### config.mk
export PLATFORM = sky130hd
export DESIGN_NAME = i2cq_master
export DESIGN_NICKNAME = d
export VERILOG_FILES = /design/src/rtl/i2cq_pkg.sv /design/src/rtl/i2cq_fifo.sv /design/src/rtl/i2cq_engine.sv /design/src/rtl/i2cq_master.sv
export SDC_FILE = /design/constraint.sdc
export NUM_CORES = 1
export LEC_CHECK = 0
export BUFFER_PORTS_ARGS = -buffer_cell sky130_fd_sc_hd__buf_2
export CORE_AREA = 2 2 85 148
export DETAILED_ROUTE_END_ITERATION = 10
export DIE_AREA = 0 0 87 150
export HOLD_SLACK_MARGIN = 0.15
export SLEW_MARGIN = 15
export SYNTH_ARGS = -nofsm -noshare
export SYNTH_HDL_FRONTEND = slang
export SYNTH_SLANG_ARGS = --single-unit
### constraint.sdc
create_clock -name clk -period 1.95 [get_ports clk]
set_input_delay 0.0975 -clock clk [delete_from_list [all_inputs] [get_ports clk]]
set_output_delay 0.0975 -clock clk [all_outputs]
set_load 0.03 [all_outputs]
### src/rtl/i2cq_pkg.sv
package i2cq_pkg;
    localparam int ADDR_W = 7;
    localparam int DATA_W = 8;
    localparam int BITS_W = 3;

    typedef struct packed {
        logic [ADDR_W-1:0] addr;
        logic [DATA_W-1:0] data;
        logic              rnw;
    } xfer_t;

    typedef enum logic [2:0] {
        ST_IDLE, ST_START, ST_ADDR, ST_AACK,
        ST_DATA, ST_DACK, ST_STOP, ST_RDATA
    } st_t;

    typedef enum logic [1:0] {PH_LO_A, PH_LO_B, PH_HI_A, PH_HI_B} ph_t;

    function automatic logic [DATA_W-1:0] addr_byte(input xfer_t x);
        return {x.addr, x.rnw};
    endfunction
endpackage

### src/rtl/i2cq_fifo.sv
module i2cq_fifo
    import i2cq_pkg::*;
#(
    parameter int DEPTH = 4
) (
    input  logic  clk,
    input  logic  rst,
    input  logic  push,
    input  xfer_t din,
    output logic  full,
    input  logic  pop,
    output xfer_t dout,
    output logic  empty
);
    localparam int AW = $clog2(DEPTH);

    xfer_t         mem [DEPTH];
    logic [AW-1:0] wptr, rptr;
    logic          do_push, do_pop;

    assign empty   = (wptr == rptr);
    assign full    = ((wptr + AW'(1)) == rptr);
    assign do_push = push && !full;
    assign do_pop  = pop && !empty;
    assign dout    = mem[rptr];

    always_ff @(posedge clk) begin
        if (rst) begin
            wptr <= '0;
            rptr <= '0;
        end else begin
            if (do_push) begin
                mem[wptr] <= din;
                wptr      <= wptr + AW'(1);
            end
            if (do_pop)
                rptr <= rptr + AW'(1);
        end
    end


    full_refuse_chk: assert property (@(posedge clk) disable iff (rst)
        (full && push) |=> $stable(wptr));
endmodule

### src/rtl/i2cq_engine.sv
module i2cq_engine
    import i2cq_pkg::*;
#(
    parameter int DIV = 512
) (
    input  logic              clk,
    input  logic              rst,
    input  logic              q_empty,
    input  xfer_t             q_data,
    output logic              q_pop,
    output logic              ready,
    output logic [DATA_W-1:0] rd_data,
    output logic              rd_valid,
    output logic              nack_err,
    output logic              scl_lo,
    output logic              sda_lo,
    input  logic              sda_in
);
    localparam int Q  = DIV / 4;
    localparam int QW = (Q > 1) ? $clog2(Q) : 1;

    st_t               st;
    ph_t               ph;
    logic [QW-1:0]     qcnt;
    logic [BITS_W-1:0] bitcnt;
    logic [DATA_W-1:0] shf;
    xfer_t             cur;
    logic              smp, err_pend, tick, bit_end;

    assign tick    = (qcnt == QW'(Q - 1));
    assign bit_end = tick && (ph == PH_HI_B);
    assign ready   = (st == ST_IDLE);
    assign q_pop   = (st == ST_IDLE) && !q_empty;

    always_ff @(posedge clk) begin
        if (rst) begin
            st       <= ST_IDLE;
            ph       <= PH_LO_A;
            qcnt     <= '0;
            bitcnt   <= '0;
            shf      <= '0;
            cur      <= '0;
            smp      <= 1'b1;
            err_pend <= 1'b0;
            rd_data  <= '0;
            rd_valid <= 1'b0;
            nack_err <= 1'b0;
        end else begin
            rd_valid <= 1'b0;
            nack_err <= 1'b0;
            if (st == ST_IDLE) begin
                qcnt     <= '0;
                ph       <= PH_LO_A;
                err_pend <= 1'b0;
                if (!q_empty) begin
                    cur <= q_data;
                    st  <= ST_START;
                end
            end else begin
                qcnt <= tick ? '0 : qcnt + QW'(1);
                if (tick) begin
                    ph <= ph_t'(ph + 2'd1);
                    if (ph == PH_HI_A) begin
                        smp <= sda_in;
                        if (st == ST_RDATA)
                            shf <= {shf[DATA_W-2:0], sda_in};
                    end
                end
                if (bit_end) begin
                    unique case (st)
                        ST_START: begin
                            st     <= ST_ADDR;
                            bitcnt <= '1;
                            shf    <= addr_byte(cur);
                        end
                        ST_ADDR: begin
                            if (bitcnt == '0) st <= ST_AACK;
                            else begin
                                bitcnt <= bitcnt - BITS_W'(1);
                                shf    <= {shf[DATA_W-2:0], 1'b0};
                            end
                        end
                        ST_AACK: begin
                            bitcnt <= '1;
                            if (smp) begin
                                err_pend <= 1'b1;
                                st       <= ST_STOP;
                            end else if (cur.rnw) begin
                                st <= ST_RDATA;
                            end else begin
                                st  <= ST_DATA;
                                shf <= cur.data;
                            end
                        end
                        ST_DATA: begin
                            if (bitcnt == '0) st <= ST_DACK;
                            else begin
                                bitcnt <= bitcnt - BITS_W'(1);
                                shf    <= {shf[DATA_W-2:0], 1'b0};
                            end
                        end
                        ST_RDATA: begin
                            if (bitcnt == '0) st <= ST_DACK;
                            else bitcnt <= bitcnt - BITS_W'(1);
                        end
                        ST_DACK: begin
                            if (!cur.rnw && smp) err_pend <= 1'b1;
                            st <= ST_STOP;
                        end
                        ST_STOP: begin
                            st       <= ST_IDLE;
                            nack_err <= err_pend;
                            rd_valid <= cur.rnw && !err_pend;
                            if (cur.rnw && !err_pend) rd_data <= shf;
                        end
                        default: st <= ST_IDLE;
                    endcase
                end
            end
        end
    end

    always_comb begin
        unique case (st)
            ST_IDLE:  begin scl_lo = 1'b0; sda_lo = 1'b0; end
            ST_START: begin
                scl_lo = 1'b0;
                sda_lo = (ph == PH_HI_A) || (ph == PH_HI_B);
            end
            ST_STOP: begin
                scl_lo = (ph == PH_LO_A);
                sda_lo = (ph == PH_LO_A) || (ph == PH_LO_B);
            end
            default: begin
                scl_lo = (ph == PH_LO_A) || (ph == PH_LO_B);
                if (st == ST_ADDR || st == ST_DATA) sda_lo = !shf[DATA_W-1];
                else if (st == ST_DACK)             sda_lo = cur.rnw;
                else                                sda_lo = 1'b0;
            end
        endcase
    end


    sda_hold_chk: assert property (@(posedge clk) disable iff (rst)
        ((st inside {ST_ADDR, ST_AACK, ST_DATA, ST_DACK, ST_RDATA}) && $stable(st)
         && !scl_lo && !$past(scl_lo)) |-> $stable(sda_lo));

    start_edge_chk: assert property (@(posedge clk) disable iff (rst)
        ((st == ST_START) && $rose(sda_lo)) |-> (!scl_lo && !$past(scl_lo)));

    stop_edge_chk: assert property (@(posedge clk) disable iff (rst)
        ((st == ST_STOP) && $fell(sda_lo)) |-> (!scl_lo && !$past(scl_lo)));

    rd_pulse_chk: assert property (@(posedge clk) disable iff (rst)
        rd_valid |=> !rd_valid);

    err_pulse_chk: assert property (@(posedge clk) disable iff (rst)
        nack_err |-> (!rd_valid && ready));
endmodule

### src/rtl/i2cq_master.sv
module i2cq_master
    import i2cq_pkg::*;
#(
    parameter int DIV    = 512,
    parameter int QDEPTH = 4
) (
    input  logic       clk,
    input  logic       rst,
    input  logic       cmd_strobe,
    input  logic [6:0] cmd_addr,
    input  logic       cmd_rnw,
    input  logic [7:0] cmd_wdata,
    output logic       q_full,
    output logic       ready,
    output logic [7:0] rd_data,
    output logic       rd_valid,
    output logic       nack_err,
    output logic       scl_lo,
    output logic       sda_lo,
    input  logic       sda_in
);
    xfer_t req, head;
    logic  q_empty, q_pop;

    assign req = '{addr: cmd_addr, data: cmd_wdata, rnw: cmd_rnw};

    i2cq_fifo #(.DEPTH(QDEPTH)) u_fifo (
        .clk(clk), .rst(rst), .push(cmd_strobe), .din(req), .full(q_full),
        .pop(q_pop), .dout(head), .empty(q_empty)
    );

    i2cq_engine #(.DIV(DIV)) u_eng (
        .clk(clk), .rst(rst), .q_empty(q_empty), .q_data(head), .q_pop(q_pop),
        .ready(ready), .rd_data(rd_data), .rd_valid(rd_valid), .nack_err(nack_err),
        .scl_lo(scl_lo), .sda_lo(sda_lo), .sda_in(sda_in)
    );


    pop_nonempty_chk: assert property (@(posedge clk) disable iff (rst)
        q_pop |-> !q_empty);

    busy_not_ready_chk: assert property (@(posedge clk) disable iff (rst)
        (ready && !q_empty) |=> !ready);
endmodule

======== Word-level counts from Yosys, hierarchy flattened ========
Memory sizes are Yosys's and may differ from the RTL's. A register that Yosys moved wholly into a read port is not among the register bits.
Cells that the tools add are included.
word-level totals
  ROM bits ................................ 0
  input bits .............................. 20
  RAM bits ................................ 64
  logic and storage cells ................. 103
  memories kept ........................... 1
  output and inout bits ................... 14
  bits in latches ......................... 0
  register bits after elaboration ......... 39
operators by class
  shift operators ......................... 0
  div/mod/pow operators ................... 0
  magnitude comparators ................... 0
  reductions and logical operators ........ 34
  bitwise logic cells ..................... 4
  add/sub/neg operators ................... 5
  multipliers ............................. 0
  multiplexer cells ....................... 28
  eq/ne operators ......................... 19
memories
  name        depth  width  rd ports  clocked after memory_dff  wr ports  line             RTL
  u_fifo.mem  4      16     1         1                         1         i2cq_fifo.sv:17  xfer_t mem [DEPTH];
operators by type and width
  kind                                           count
  two-way mux 8 bit                              7
  case mux 8 bit (3 select lines)                1
  two-way mux 3 bit                              7
  AND reduction 4 bit                            4
  case mux 3 bit (5 select lines)                1
  == test 3 bit, second input constant           4
  OR reduction 2 bit                             5
  adder 7 x 1 -> 7 bit, second input constant    1
  == test 7 bit, second input constant           1
  two-way mux 1 bit                              7
  adder 2 x 1 -> 2 bit, second input constant    3
  == test 3 x 2 -> 1 bit, second input constant  2
  logical AND 1 bit                              6
  logical NOT 3 bit                              2
  case mux 3 bit (2 select lines)                1
  nonzero test 2 bit                             3
  OR reduction 3 bit                             2
  logical NOT 1 bit                              5
  == test 2 bit                                  2
  == test 2 bit, second input constant           2
  != test 2 x 1 -> 1 bit, second input constant  2
  != test 2 bit, second input constant           2
  NOT 1 bit                                      4
  case mux 1 bit (2 select lines)                2
  other kinds (12)                               14

======== Longest topological paths before layout ========
Gate-level depths: netlist (run 1).
  depth after elaboration ................. 8
  mapped depth ............................ 8
  mapped depth without buffers ............ 7

======== Hierarchy ========
From an unflattened synthesis (run 1), not the netlist that was laid out.
second synthesis, totals
  cell total of the unflattened synthesis .. 440
  area, all modules ....................... 5261.3 um2
by module, submodules not included
  module       area an instance (um2)  seq. area each (um2)  cells each  instances
  i2cq_fifo    2682.6                  2042.0                127         1
  i2cq_engine  2578.7                  1021.0                313         1

======== Worst setup path after synthesis (run 1) ========
OpenSTA, ideal clock, no wires.
  path type ............................... reg2reg
  start point ............................. register u_fifo.wptr[0]
  end point ............................... memory u_fifo.mem[0][0] in the netlist's numbering, enable pin
  data required time ...................... 1.576 ns
  setup time .............................. 0.374 ns
  setup slack ............................. -0.168 ns
  period minus slack after synthesis ...... 2.118 ns
  data arrival time ....................... 1.744 ns
  stages on the path, launching flop included .. 7
  path buffers ............................ 0
  cell sequence ........................... dfxtp_1 -> inv_1 -> ha_1 -> xor2_1 -> o21ai_0 -> nor2_1 -> and2_1
on the way
  word-level cells in the longest chain between the ends .. 7
ends and longest elaborated chain
  what                                     line             RTL
  from (decl)                              i2cq_fifo.sv:18  logic [AW-1:0] wptr, rptr;
  from (signal assigned)                   i2cq_fifo.sv:34  wptr <= wptr + AW'(1);
  adder 2 x 1 -> 2 bit                     i2cq_fifo.sv:22  assign full = ((wptr + AW'(1)) == rptr);
  == test 2 bit                            i2cq_fifo.sv:22
  logical NOT 1 bit                        i2cq_fifo.sv:23  assign do_push = push && !full;
  logical AND 1 bit                        i2cq_fifo.sv:23
  two-way mux 1 bit                        i2cq_fifo.sv:32  if (do_push) begin
  two-way mux 1 bit                        i2cq_fifo.sv:28  if (rst) begin
  two-way mux 1 bit (implied by the code)  i2cq_fifo.sv:33  mem[wptr] <= din;
  to (decl)                                i2cq_fifo.sv:17
Parallel ways exist; a longest one is shown, timed or not.

==> impl_metrics.csv, run 1 <==
group,metric,value,unit
min_path,holdPathStages,5,
cts,cts_buffers,17,
worst_setup_path,timing.critical_path.max_delay_family,"simple AND/OR/NAND/NOR gates",
worst_setup_path,path_max_fanout,8,
worst_setup_path,timing.critical_path.arrival,1.78,ns
synth,synthesis.area,0.00525,sq mm
timing,rsz0062_at_grt,"yes",
grt,global_route.usage.total,19.4,%
routing,wire_per_inst,17.5,um
cts,cts-root-buf,"sky130_fd_sc_hd__clkbuf_16",
worst_setup_path,crit_path_max_incr_delay,0.54,ns
grt,grt_overflow_total,0,
cells_and_area,layout.cells.most_common_list,"sky130_fd_sc_hd__edfxtp_1 (64), sky130_fd_sc_hd__dfxtp_1 (53), sky130_fd_sc_hd__nand2_1 (48), sky130_fd_sc_hd__nor2_1 (35)",
cells_and_area,mostFrequentLayoutCell,"sky130_fd_sc_hd__edfxtp_1",
grt,grt_pass1_wl,18900,um
routing,dr.first_iter.drc_count,186,
min_path,hold_path_startpoint,"cmd_strobe",
worst_setup_path,cpMaxStageDelayCell,"sky130_fd_sc_hd__or3_1",
worst_setup_path,worstSetupStartpointType,"flop",
routing,post_drt_via_cell_ratio,5.47,
outcome,run_status,"finished, final reports clean",
timing,timing.final.setup_violations,0,
placed_design,detailedPlacementHpwl,8240,um
min_path,hold-path-endpoint,"u_fifo.wptr[0]$_SDFFE_PP0P_",
placed_design,gpl.final_weighted_congestion,0.924,
worst_setup_path,path_class,"flop to output port",
synth,netlist_instances,443,
timing,maxClockFrequency,0.532,GHz
power_and_ir_drop,p_leak,2.36,nW
routing,drc,0,
worst_setup_path,critical_path.n_buffers_inverters,3,
grt,antenna_violations_before_repair,0,
grt,grt_start_max_net_pins,19,
cells_and_area,nNetsFinal,557,
cts,cts.reportedPaths.clkPinSlew,0.05,ns
die,die_height,150,um
timing,timing.final.ws_setup,0.0713,ns
cts,tritoncts,"done",
min_path,hold_path.class,"primary input to flop",
worst_setup_path,timing.reg2reg.setup_slack,0.09,ns
routing,route.final.wire_length,11800,um
worst_setup_path,end_kind,"output port",
routing,vias,3699,
worst_setup_path,rr_worst_depth,7,
synth,synth.ff_latch_count,119,
cts,cts_buffer_depth,2,
synth,yosys.cell_types.count,49,
timing,worst_hold_slack,0.207,ns
worst_setup_path,worstReg2RegEnd,"u_eng.shf[1]$_SDFFE_PP0N_",
die,fp.dieW,87,um
routing,antenna_violating_nets_post_route,0,
cts,cts_num_sinks,119,
synth,postSynth.asyncResetShare,0,%
grt,first_global_vias,3867,
power_and_ir_drop,pwr_density_cell,1270,mW/mm^2
synth,main_synth_ff_type,"sky130_fd_sc_hd__edfxtp_1",
power_and_ir_drop,vdd_drop_max,0.000773,V
die,core,0.0119,sq mm
cts,clock_tree.htree_level_count,4,
timing,worst_slew_margin_rel,67.9,%
routing,detailedRoute.firstPassIterationCount,4,
die,floorplan.rows,53,
worst_setup_path,worst_ep_required_time,1.85,ns
synth,synthesis.nets,474,
timing,tightest_slew,0.479,ns
run,maxCapViolCount,0,
placed_design,placement.io_buffers,33,
timing,min_period,1.88,ns
die,die_ar,0.0131,sq mm
cells_and_area,layout.cells.non_filler,676,
worst_setup_path,timing.rr.start,"u_eng.qcnt[0]$_SDFF_PP0_",
timing,finalHoldViolations,0,
die,boundaryPins,34,
cells_and_area,diodes_inserted,0,
cts,worst_skew_pair.late_latency,0.42,ns
placed_design,pre_cts_slack,0.00669,ns
die,start_util,44.3,%
timing,final.period_utilization,96.3,%
timing,maxSlewViolCount,0,
cells_and_area,ratio_of_cells_with_drive_above_1_in_the_final_layout,27.6,%
placed_design,numPlacedInstances,624,
cells_and_area,finalCoreUtilization,56.1,%
timing,final.setup_skew,0.00608,ns
synth,synth-edff-count,64,
cells_and_area,area.growth.synth_to_final,26.7,%
synth,synth.yosys.warnings,0,
synth,avgSynthCellArea,11.9,sq um
timing,fin_setup_tns,0,ns
synth,synth.yosys.seq_area_share,57.6,%
worst_setup_path,critical_path.cell_chain,"or3_1 -> clkinv_1 -> buf_4 -> buf_2",
==> worst register-to-register path: stages, from the launching register on <==
cell and delay [ns]:
sky130_fd_sc_hd__dfxtp_1 0.35, sky130_fd_sc_hd__ha_2 0.23, sky130_fd_sc_hd__nand3_4 0.11, sky130_fd_sc_hd__nor4_2 0.27
sky130_fd_sc_hd__buf_4 0.23, sky130_fd_sc_hd__mux2i_1 0.28, sky130_fd_sc_hd__o2bb2ai_1 0.16, sky130_fd_sc_hd__a31oi_1 0.11
==> cells in the mapped netlist, types with 3 or more instances <==
cell | instances | area (sq um)
sky130_fd_sc_hd__inv_1 | 14 | 52.6
sky130_fd_sc_hd__mux2_2 | 7 | 78.8
sky130_fd_sc_hd__a31oi_1 | 5 | 31.3
sky130_fd_sc_hd__a22oi_1 | 3 | 22.5
sky130_fd_sc_hd__xnor2_1 | 9 | 78.8
sky130_fd_sc_hd__o311ai_0 | 3 | 26.3
sky130_fd_sc_hd__a221oi_1 | 6 | 52.6
sky130_fd_sc_hd__buf_2 | 11 | 55.1
sky130_fd_sc_hd__and2_1 | 8 | 50.1
sky130_fd_sc_hd__nand3_1 | 13 | 65.1
sky130_fd_sc_hd__nand2_1 | 49 | 184
sky130_fd_sc_hd__o21ai_0 | 18 | 90.1
sky130_fd_sc_hd__nor3b_1 | 3 | 22.5
sky130_fd_sc_hd__dfxtp_1 | 55 | 1100
sky130_fd_sc_hd__nor4_1 | 4 | 25.0
sky130_fd_sc_hd__a21oi_1 | 33 | 165
sky130_fd_sc_hd__xor2_1 | 4 | 35.0
sky130_fd_sc_hd__nor3_1 | 3 | 15.0
sky130_fd_sc_hd__nor2_1 | 36 | 135
sky130_fd_sc_hd__mux2i_1 | 16 | 160
sky130_fd_sc_hd__a21o_1 | 6 | 45.0
sky130_fd_sc_hd__clkbuf_1 | 11 | 41.3
sky130_fd_sc_hd__nand2b_1 | 6 | 37.5
sky130_fd_sc_hd__edfxtp_1 | 64 | 1920
sky130_fd_sc_hd__ha_1 | 11 | 138
sky130_fd_sc_hd__mux4_2 | 16 | 360
==> cell families (layout without fill, tap and decap cells) <==
group                    count (synthesis)  count (layout)  share of synthesized area [%]
AO/OA/AOI/OAI                           83              83                           10.1
XOR/XNOR                                13              13                           2.17
adder cells (fa/ha/maj)                 11              11                           2.62
buffers and inverters                   39             135                           3.19
flip-flops                             119             119                           57.6
multiplexers                            39              39                           11.4
AND/OR/NAND/NOR                        139             139                           13.0
==> sequential cells by signal, summed over array words and instances (netlist names), named ones only <==
name            count
u_eng.bitcnt        3
u_eng.cur          16
u_eng.err_pend      1
u_eng.nack_err      1
u_eng.ph            2
u_eng.qcnt          7
u_eng.rd_data       8
u_eng.rd_valid      1
u_eng.shf           8
u_eng.smp           1
u_eng.st            2
u_fifo.mem         64
u_fifo.rptr         2
u_fifo.wptr         2
==> layer usage <==
| metal | wire length (um) | vias up | GRT usage [%] | part of all wire [%] |
|---|---|---|---|---|
| met3 | 361 | 22 | 4.63 | 3.1 |
| met1 | 4530 | 1807 | 19.9 | 38 |
| li1 | - | 1796 | - | - |
| met4 | 338 | 0 | 10.4 | 2.9 |
| met2 | 6590 | 74 | 35.3 | 56 |
| met5 | 0 | - | 0 | 0 |
==> timing repair <==
action / CTS / global route
hold endpoints to repair: 79 / 0
setup buffers: 0 / 2
endpoints found under the setup margin: 19 / 82
pin swaps: 2 / 1
hold buffers: 18 / 0
resized for setup: 6 / 11
==> power breakdown <==
| group | switching, mW | leakage, nW | internal, mW | total [mW] |
|---|---|---|---|---|
| Combinational | 1.21 | 1.06 | 0.953 | 2.16 |
| Clock | 1.20 | 0.278 | 1.91 | 3.11 |
| Sequential | 0.179 | 1.03 | 3.01 | 3.19 |
==> through the flow <==
step                      cell area [sq um]  total power, mW
after floorplan                        5260             4.58
after global placement                 5810             5.26
after detailed placement               5810             5.29
after CTS                              6600             8.47
after global routing                   6660             8.89
final                                  6660             8.45
==> cell type report <==
type | count | area, sq um
fill | 980 | 5220
sequential | 119 | 3030
multi-input combinational | 285 | 2120
timing repair buffer | 88 | 686
clock buffer | 17 | 425
tap | 137 | 171
clock inverter | 15 | 169
inverter | 15 | 56.3
==> worst max-delay path by stage <==
stage	from	to	slack (ns)	cells past startpoint
floorplan	u_fifo.wptr[0]$_SDFFE_PP0P_	u_fifo.mem[0][0]$_DFFE_PP_	0.01	6
global placement	u_fifo.wptr[0]$_SDFFE_PP0P_	u_fifo.mem[1][2]$_DFFE_PP_	0.03	7
detailed placement	u_fifo.wptr[0]$_SDFFE_PP0P_	u_fifo.mem[1][2]$_DFFE_PP_	0.007	7
CTS	u_eng.bitcnt[0]$_SDFFE_PP0P_	u_eng.shf[4]$_SDFFE_PP0N_	0.01	8
global route	u_eng.ph[0]$_SDFFE_PP0N_	sda_lo	-0.02	7
finish	flop	ready	0.07	4
Note: power is estimated with default switching activity, not from simulation.
==> run 2, diff against run 1 <==
- CORE_AREA: 2 2 85 148 -> 2 2 78 136
- DIE_AREA: 0 0 87 150 -> 0 0 80 138
- PLACE_DENSITY: default -> 0.74
==> run 2 against run 1 <==
Global-route usage increased by 3.1 points. Largest power group unchanged. Non-clock buffer count unchanged. Hold slack got worse by 0.0062 ns. Clock skew about the same. Critical endpoint is now u_eng.shf[2]$_SDFFE_PP0N_.
==> impl_metrics.csv, run 2 (same netlist as run 1, synthesis figures left out) <==
group,metric,value,unit
power_and_ir_drop,pwr_density_cell,1260,mW/mm^2
timing,maxSlewViolCount,0,
worst_setup_path,path_max_fanout,5,
grt,global_route.usage.total,22.5,%
timing,rsz0062_at_grt,"yes",
grt,grt_overflow_total,0,
placed_design,pre_cts_slack,-0.00619,ns
cells_and_area,nNetsFinal,557,
timing,timing.final.ws_setup,0.0487,ns
power_and_ir_drop,p_leak,2.39,nW
die,fp.dieW,80,um
timing,min_period,1.90,ns
grt,grtUsageMet1,24.6,%
grt,grt_start_max_net_pins,40,
routing,drc,0,
routing,dr.first_iter.drc_count,292,
die,die_height,138,um
grt,global_route.usage.met3,5.87,%
die,boundaryPins,34,
timing,final.period_utilization,97.5,%
cts,cts.reportedPaths.clkPinSlew,0.06,ns
placed_design,numPlacedInstances,610,
routing,route.final.wire_length,11800,um
grt,gr-max-usage-layer,"met2",
cells_and_area,finalCoreUtilization,66.6,%
cts,worst_skew_pair.late_latency,0.41,ns
timing,maxClockFrequency,0.526,GHz
placed_design,placement.io_buffers,33,
cts,cts_buffer_depth,2,
cells_and_area,layout.cells.non_filler,666,
routing,detailedRoute.firstPassIterationCount,6,
power_and_ir_drop,p_total,8.46,mW
routing,antenna_violating_nets_post_route,0,
routing,wire_per_inst,17.8,um
placed_design,gpl.final_weighted_congestion,0.924,
die,floorplan.rows,49,
cells_and_area,mostFrequentLayoutCell,"sky130_fd_sc_hd__edfxtp_1",
timing,finalHoldViolations,0,
die,start_util,52.2,%
worst_setup_path,end_kind,"flop",
timing,worst_hold_slack,0.201,ns
cells_and_area,ratio_of_cells_with_drive_above_1_in_the_final_layout,28.4,%
grt,grt_pass1_wl,19000,um
worst_setup_path,worstSetupStartpointType,"flop",
grt,first_global_vias,3870,
cells_and_area,area.growth.synth_to_final,27.4,%
grt,antenna_violations_before_repair,0,
power_and_ir_drop,vdd_drop_max,0.00109,V
cts,cts-root-buf,"sky130_fd_sc_hd__clkbuf_16",
outcome,run_status,"finished, final reports clean",
run,maxCapViolCount,0,
worst_setup_path,path_class,"flop to flop",
die,core,0.0101,sq mm
grt,global_route.usage.met2,39.0,%
die,die_ar,0.0110,sq mm
worst_setup_path,timing.critical_path.arrival,2.24,ns
placed_design,detailedPlacementHpwl,7620,um
cts,cts_num_sinks,119,
worst_setup_path,worst_ep_required_time,2.29,ns
cells_and_area,most_flop_heavy_register,"u_fifo.mem",
routing,post_drt_via_cell_ratio,5.70,
cells_and_area,diodes_inserted,0,
worst_setup_path,timing.reg2reg.setup_slack,0.05,ns
cts,tritoncts,"done",
cts,clock_tree.htree_level_count,4,
timing,timing.final.setup_violations,0,
routing,vias,3797,
cells_and_area,largestRegisters,"u_fifo.mem (64), u_eng.cur (16)",
cts,cts_buffers,17,
cells_and_area,layout.cells.most_common_list,"sky130_fd_sc_hd__edfxtp_1 (64), sky130_fd_sc_hd__dfxtp_1 (50), sky130_fd_sc_hd__nand2_1 (48), sky130_fd_sc_hd__nor2_1 (35), sky130_fd_sc_hd__buf_2 (34)",
cells_and_area,number_of_flip_flops_in_the_largest_register,64,
min_path,hold_path.class,"primary input to flop",
timing,final.setup_skew,0.00626,ns
timing,tightest_slew,0.539,ns
timing,worst_slew_margin_rel,63.9,%
-- run 2: final timing paths --
kind | startpoint | endpoint | cells past startpoint
setup / recovery | u_eng.ph[0]$_SDFFE_PP0N_ | u_eng.shf[2]$_SDFFE_PP0N_ | 7
hold / removal | cmd_strobe | u_fifo.wptr[0]$_SDFFE_PP0P_ | 5
setup reg to reg | u_eng.ph[0]$_SDFFE_PP0N_ | u_eng.shf[2]$_SDFFE_PP0N_ | 7
hold reg to reg | u_eng.qcnt[0]$_SDFF_PP0_ | u_eng.qcnt[0]$_SDFF_PP0_ | 1
-- run 2: critical path, cell delays in order, from the launching register on --
cell                       delay [ns]
sky130_fd_sc_hd__dfxtp_2         0.36
sky130_fd_sc_hd__ha_1            0.21
sky130_fd_sc_hd__nand4_2         0.14
sky130_fd_sc_hd__or2_1           0.29
sky130_fd_sc_hd__buf_4           0.18
sky130_fd_sc_hd__nor2_1          0.23
sky130_fd_sc_hd__o311ai_0        0.22
sky130_fd_sc_hd__a31oi_1         0.20
-- run 2: layout make-up --
| cell class | count | area, sq um |
|---|---|---|
| multi-input cells | 285 | 2150 |
| repair buffers | 88 | 712 |
| fillers | 720 | 3360 |
| clock inverters | 14 | 150 |
| clock buffers | 18 | 439 |
| flip-flops and latches | 119 | 3030 |
| well taps | 127 | 159 |
| inverters | 15 | 56.3 |
-- run 2: per-layer routing --
layer	routed length (um)	vias to the layer above
met5	0	-
met4	441	0
met3	535	46
met2	6610	116
met1	4250	1847
li1	-	1788
-- run 2: timing repair --
item                                   CTS  global route
cloned                                   0             1
setup endpoints to repair               65            93
hold buffers                            18             0
buffers inserted                         1             4
gates resized for setup                  8            16
endpoints found under the hold margin   74             0
pin swaps                                1             4
-- run 2: where the power goes --
group	switching (mW)	internal (mW)
Combinational	1.18	1.02
Clock	1.13	1.92
Sequential	0.210	3.01
Total	2.52	5.94
-- run 2: through the flow --
step	instance area (sq um)	setup TNS, ns
detailed placement	5800	-0.0896
global placement	5800	0
global route	6690	-0.302
finish	6690	0
floorplan	5260	0
CTS	6580	0
